### config.mk
export PLATFORM = sky130hd
export DESIGN_NAME = eta_adder_top
export DESIGN_NICKNAME = d
export VERILOG_FILES = /design/src/rtl/eta_pkg.sv /design/src/rtl/eta_full_adder.sv /design/src/rtl/eta_ripple_section.sv /design/src/rtl/eta_carry_free_section.sv /design/src/rtl/eta_adder_top.sv
export SDC_FILE = /design/constraint.sdc
export NUM_CORES = 1
export LEC_CHECK = 0
export BUFFER_PORTS_ARGS = -buffer_cell sky130_fd_sc_hd__clkbuf_2
export CORE_ASPECT_RATIO = 0.8
export CORE_UTILIZATION = 36
export DETAILED_ROUTE_END_ITERATION = 16
export GPL_ROUTABILITY_DRIVEN = 0
export PLACE_DENSITY = 0.8
export SYNTH_ARGS = -nofsm -noshare
export SYNTH_HDL_FRONTEND = slang
export SYNTH_SLANG_ARGS = --single-unit
export TNS_END_PERCENT = 1
### constraint.sdc
create_clock -name clk_i -period 0.8 [get_ports clk_i]
set_clock_uncertainty 0.15 [all_clocks]
set_input_delay 0.12 -clock clk_i [delete_from_list [all_inputs] [get_ports clk_i]]
set_output_delay 0.12 -clock clk_i [all_outputs]
set_load 0.02 [all_outputs]
### src/rtl/eta_pkg.sv
package eta_pkg;
  localparam int unsigned ETA_WIDTH_DEF    = 16;
  localparam int unsigned ETA_LO_WIDTH_DEF = 4;
endpackage

### src/rtl/eta_full_adder.sv
module eta_full_adder (
  input  logic a_i,
  input  logic b_i,
  input  logic c_i,
  output logic s_o,
  output logic c_o
);
  logic prop;
  assign prop = a_i ^ b_i;
  assign s_o  = prop ^ c_i;
  assign c_o  = (a_i & b_i) | (c_i & prop);
endmodule

### src/rtl/eta_ripple_section.sv
module eta_ripple_section #(
  parameter int unsigned WIDTH = 12
) (
  input  logic [WIDTH-1:0] a_i,
  input  logic [WIDTH-1:0] b_i,
  input  logic             cin_i,
  output logic [WIDTH-1:0] sum_o,
  output logic             cout_o
);
  logic [WIDTH:0] carry;
  assign carry[0] = cin_i;

  for (genvar g = 0; g < WIDTH; g++) begin : g_stage
    eta_full_adder i_fa (
      .a_i (a_i[g]),
      .b_i (b_i[g]),
      .c_i (carry[g]),
      .s_o (sum_o[g]),
      .c_o (carry[g+1])
    );
  end

  assign cout_o = carry[WIDTH];
endmodule

### src/rtl/eta_carry_free_section.sv
module eta_carry_free_section #(
  parameter int unsigned WIDTH = 4
) (
  input  logic [WIDTH-1:0] a_i,
  input  logic [WIDTH-1:0] b_i,
  output logic [WIDTH-1:0] sum_o
);
  logic [WIDTH-1:0] gen;
  logic [WIDTH-1:0] ctl;

  assign gen = a_i & b_i;

  // saturation chain: once a generate bit is seen from the top, all lower bits are forced
  always_comb begin
    logic run;
    run = 1'b0;
    for (int k = WIDTH - 1; k >= 0; k--) begin
      run    = run | gen[k];
      ctl[k] = run;
    end
  end

  // per-bit modified XOR cell
  for (genvar g = 0; g < WIDTH; g++) begin : g_cell
    assign sum_o[g] = ctl[g] | (a_i[g] ^ b_i[g]);
  end
endmodule

### src/rtl/eta_adder_top.sv
module eta_adder_top
  import eta_pkg::*;
#(
  parameter int unsigned WIDTH    = ETA_WIDTH_DEF,
  parameter int unsigned LO_WIDTH = ETA_LO_WIDTH_DEF,
  parameter bit          REG_OUT  = 1'b1
) (
  input  logic             clk_i,
  input  logic             rst_ni,
  input  logic [WIDTH-1:0] a_i,
  input  logic [WIDTH-1:0] b_i,
  output logic [WIDTH-1:0] sum_o,
  output logic             cout_o
);
  localparam int unsigned HI_WIDTH = WIDTH - LO_WIDTH;

  logic [HI_WIDTH-1:0] a_hi, b_hi, hi_sum;
  logic [LO_WIDTH-1:0] a_lo, b_lo, lo_sum;
  logic                hi_cout;
  logic [WIDTH-1:0]    sum_d;

  assign a_hi = a_i[WIDTH-1:LO_WIDTH];
  assign b_hi = b_i[WIDTH-1:LO_WIDTH];
  assign a_lo = a_i[LO_WIDTH-1:0];
  assign b_lo = b_i[LO_WIDTH-1:0];

  eta_ripple_section #(.WIDTH(HI_WIDTH)) i_hi (
    .a_i    (a_hi),
    .b_i    (b_hi),
    .cin_i  (1'b0),
    .sum_o  (hi_sum),
    .cout_o (hi_cout)
  );

  eta_carry_free_section #(.WIDTH(LO_WIDTH)) i_lo (
    .a_i   (a_lo),
    .b_i   (b_lo),
    .sum_o (lo_sum)
  );

  assign sum_d = {hi_sum, lo_sum};

  if (REG_OUT) begin : g_reg
    logic [WIDTH-1:0] sum_q;
    logic             cout_q;
    always_ff @(posedge clk_i or negedge rst_ni) begin
      if (!rst_ni) begin
        sum_q  <= '0;
        cout_q <= 1'b0;
      end else begin
        sum_q  <= sum_d;
        cout_q <= hi_cout;
      end
    end
    assign sum_o  = sum_q;
    assign cout_o = cout_q;

    p_latency_r8: assert property (@(posedge clk_i) disable iff (!rst_ni)
      rst_ni |=> ({cout_o, sum_o} == $past({hi_cout, sum_d})));
  end else begin : g_comb
    assign sum_o  = sum_d;
    assign cout_o = hi_cout;
  end

  // the exact high chain, compared with arithmetic
  p_hi_exact_r1: assert property (@(posedge clk_i) disable iff (!rst_ni)
    hi_sum == HI_WIDTH'(a_hi + b_hi));
  p_cout_exact_r2: assert property (@(posedge clk_i) disable iff (!rst_ni)
    hi_cout == (({1'b0, a_hi} + {1'b0, b_hi}) >> HI_WIDTH));
  // low section without any generate behaves as XOR
  p_no_gen_xor_r3: assert property (@(posedge clk_i) disable iff (!rst_ni)
    ((a_lo & b_lo) == '0) |-> (lo_sum == (a_lo ^ b_lo)));
  // any generate forces bit 0 and covers every generate position
  p_lsb_saturate_r4: assert property (@(posedge clk_i) disable iff (!rst_ni)
    (|(a_lo & b_lo)) |-> lo_sum[0]);
  p_gen_covered_r4: assert property (@(posedge clk_i) disable iff (!rst_ni)
    ((a_lo & b_lo & ~lo_sum) == '0));
endmodule

==> run summary <==
Fillers: 145
Critical Path RT: 0.87 ns
Slew @ Worst Pin: 0.367 ns
Synth Instances: 47
Core area: 1940 um2
Synth Area per Inst: 16.4 um2
Max Cap Viol: 0
Crit Path Class: in -> reg
N_diodes: 0
Initial core utilization: 39.6%
Leak: 0.000595 uW
#FFs+latches synth: 17
P per Cell Area: 1810 nW/um2
First-pass GRT wire length: 2070 um
Clk buf depth: 2
Share of cells above drive strength 1: 67.0%
Via Count: 548
DRT antenna net count: 0
Fmax: 0.238 GHz
Final Hold Fails: 8
I/O pins: 51
Mux cell area share after synthesis: 0%
Number of global-route vias before repair: 560
Area of the die: 2330 um2
Global Route Usage Sum: 12.8%
Port Buffer Count: 50
Die H: 43.4 um
Failing checks: hold timing, setup timing
Final Max Slew Viols: 0
Simple-gate share of the synthesized area: 2.44%
Startpoint Class: input port
Minimum hold slack: -0.0815 ns
Grt ovf: 0
Hold crit path type: in -> reg
Drt pass-1 iters: 3
Final setup margin: -3.40 ns
Main combinational cell family by area after synthesis: adder cells
Peak supply drop: 1040 uV
Number of sinks on the clock net: 17
Final WL: 1340 um
Vias/cell: 4.31
Yosys top cell area share: 55.2%
Initial antenna violation count: 0
Non-Filler Instances: 127
Root buffer cell: clkbuf_4
Run status: finished, violations left
Synth-to-layout area growth: 49.7%
Final worst path period need: 4.20 ns
Largest net degree at the start of global routing: 18
Final setup fails: 31
TritonCTS clock tree: built
Number of CTS-inserted buffers: 3
Compound-Gate Fraction of Synth Area: 2.44%
Synth Area in XOR/XNOR: 0%
Post-synth cell types: 8
Dpl hpwl: 1130 um
Post-Synth Adder-Cell Area: 35.1%
Max FO, Critical Path: 1
Post-layout util: 59.3%
Synthesized Nets: 96
Final period util: 525%
Post-placement setup slack: -3.82 ns
CP endpoint kind: flop
Slew margin rel.: 75.5%
1st-iter DRT viols: 4
Rows: 14
Area contributors post-synth: dfrtp_1 (55%), fa_1 (29%), ha_1 (6.5%)
Mapped Area: 771 um2
Nets@finish: 153
Mean routed wirelength per cell: 10.6 um
Hold buffer count at CTS: 1
Yosys Warn Count: 0
Leading area contributor after synthesis: dfrtp_1
Number of remaining DRC errors: 0
WP data arrival: 4.27 ns
Placed insts: 122
Chip width: 53.7 um
RSZ-0062 raised after global routing: yes
H-Tree Depth: 1
Seq/Total Area, Yosys: 55.2%
Clock transition at path regs: 0.09 ns
## where the power goes
group,switching (uW),internal (uW),total [uW]
sequential,35.6,990,1030
combinational,364,273,637
clock,234,193,428
total,634,1460,2090
## layout by cell type, fill, tap and decap left out
cell type / n
clkbuf_4: 3
buf_2: 13
clkbuf_2: 34
a211o_2: 1
or2_4: 1
buf_4: 1
or2_2: 1
buf_6: 3
ha_4: 1
ha_2: 2
a211o_1: 1
or3_1: 1
fa_2: 8
inv_1: 9
fa_1: 3
clkbuf_1: 1
ha_1: 1
dfrtp_1: 17
inv_2: 1
dlygate4sd3_1: 1
## final cells by class
cell class	instances	area, um2	share of cell area [%]
sequential	17	425	36.9
multi-input combinational	20	348	30.2
timing repair buffer	52	287	24.8
inverter	10	37.5	3.25
tap	24	30.0	2.60
clock buffer	4	26.3	2.28
## synthesized netlist by cell type
master and instances:
a211o_2 1, or2_2 2, or3_1 1, fa_1 11, dfrtp_1 17, ha_1 4
a211o_1 1, inv_1 10
## metrics by stage
step / area (um2) / power (uW) / setup TNS [ns]
final: 1150 / 2090 / -26.77
after detailed placement: 1080 / 1650 / -27.80
after global placement: 1080 / 1630 / -27.25
after floorplan: 788 / 1360 / -25.08
after global routing: 1150 / 2270 / -28.31
after CTS: 1120 / 2110 / -27.30
## critical path, stage by stage
cell      delay (ns)
clkbuf_2        0.10
ha_4            0.16
fa_2            0.33
fa_2            0.34
fa_2            0.34
fa_2            0.35
fa_2            0.34
fa_2            0.35
fa_2            0.35
fa_2            0.34
inv_2           0.06
fa_1            0.16
inv_1           0.05
fa_1            0.35
inv_1           0.08
fa_1            0.40
inv_1           0.06
## path summary, 6_finish.rpt
path / depth (start not counted) / to / startpoint / slack, ns
worst max-delay path: 17 / sum_o[15]$_DFF_PN0_ / b_i[4] / -3.40
worst min-delay path: 2 / sum_o[4]$_DFF_PN0_ / a_i[4] / -0.08
max in group asynchronous: 2 / sum_o[11]$_DFF_PN0_ / rst_ni / 0.10
min in group asynchronous: 2 / sum_o[4]$_DFF_PN0_ / rst_ni / 0.14
## timing repair
item	in CTS	in global routing
setup buffers	0	0
endpoints found under the setup margin	31	48
endpoints found under the hold margin	29	13
pin swaps	1	0
resized for setup	5	22
gates cloned	0	0
## cell families (layout without fill, tap and decap cells)
kind of cell               Yosys count  count (layout)
AOI/OAI and AO/OA                    2               2
buffers and inverters               10              66
and+or+nand+nor                      3               3
adders and majority gates           15              15
DFF                                 17              17
## routing by layer
metal / wire length (um) / vias up / GRT usage, %
met1: 448 / 254 / 11.8
li1: - / 251 / -
met5: 0 / - / 0
met2: 722 / 41 / 24.2
met4: 6 / 0 / 3.16
met3: 163 / 2 / 6.32
## flip-flops by register name (all words and copies together) (netlist names)
| name | cells |
|---|---|
| sum_o | 16 |
| cout_o | 1 |
(Power assumes the default switching activity.)
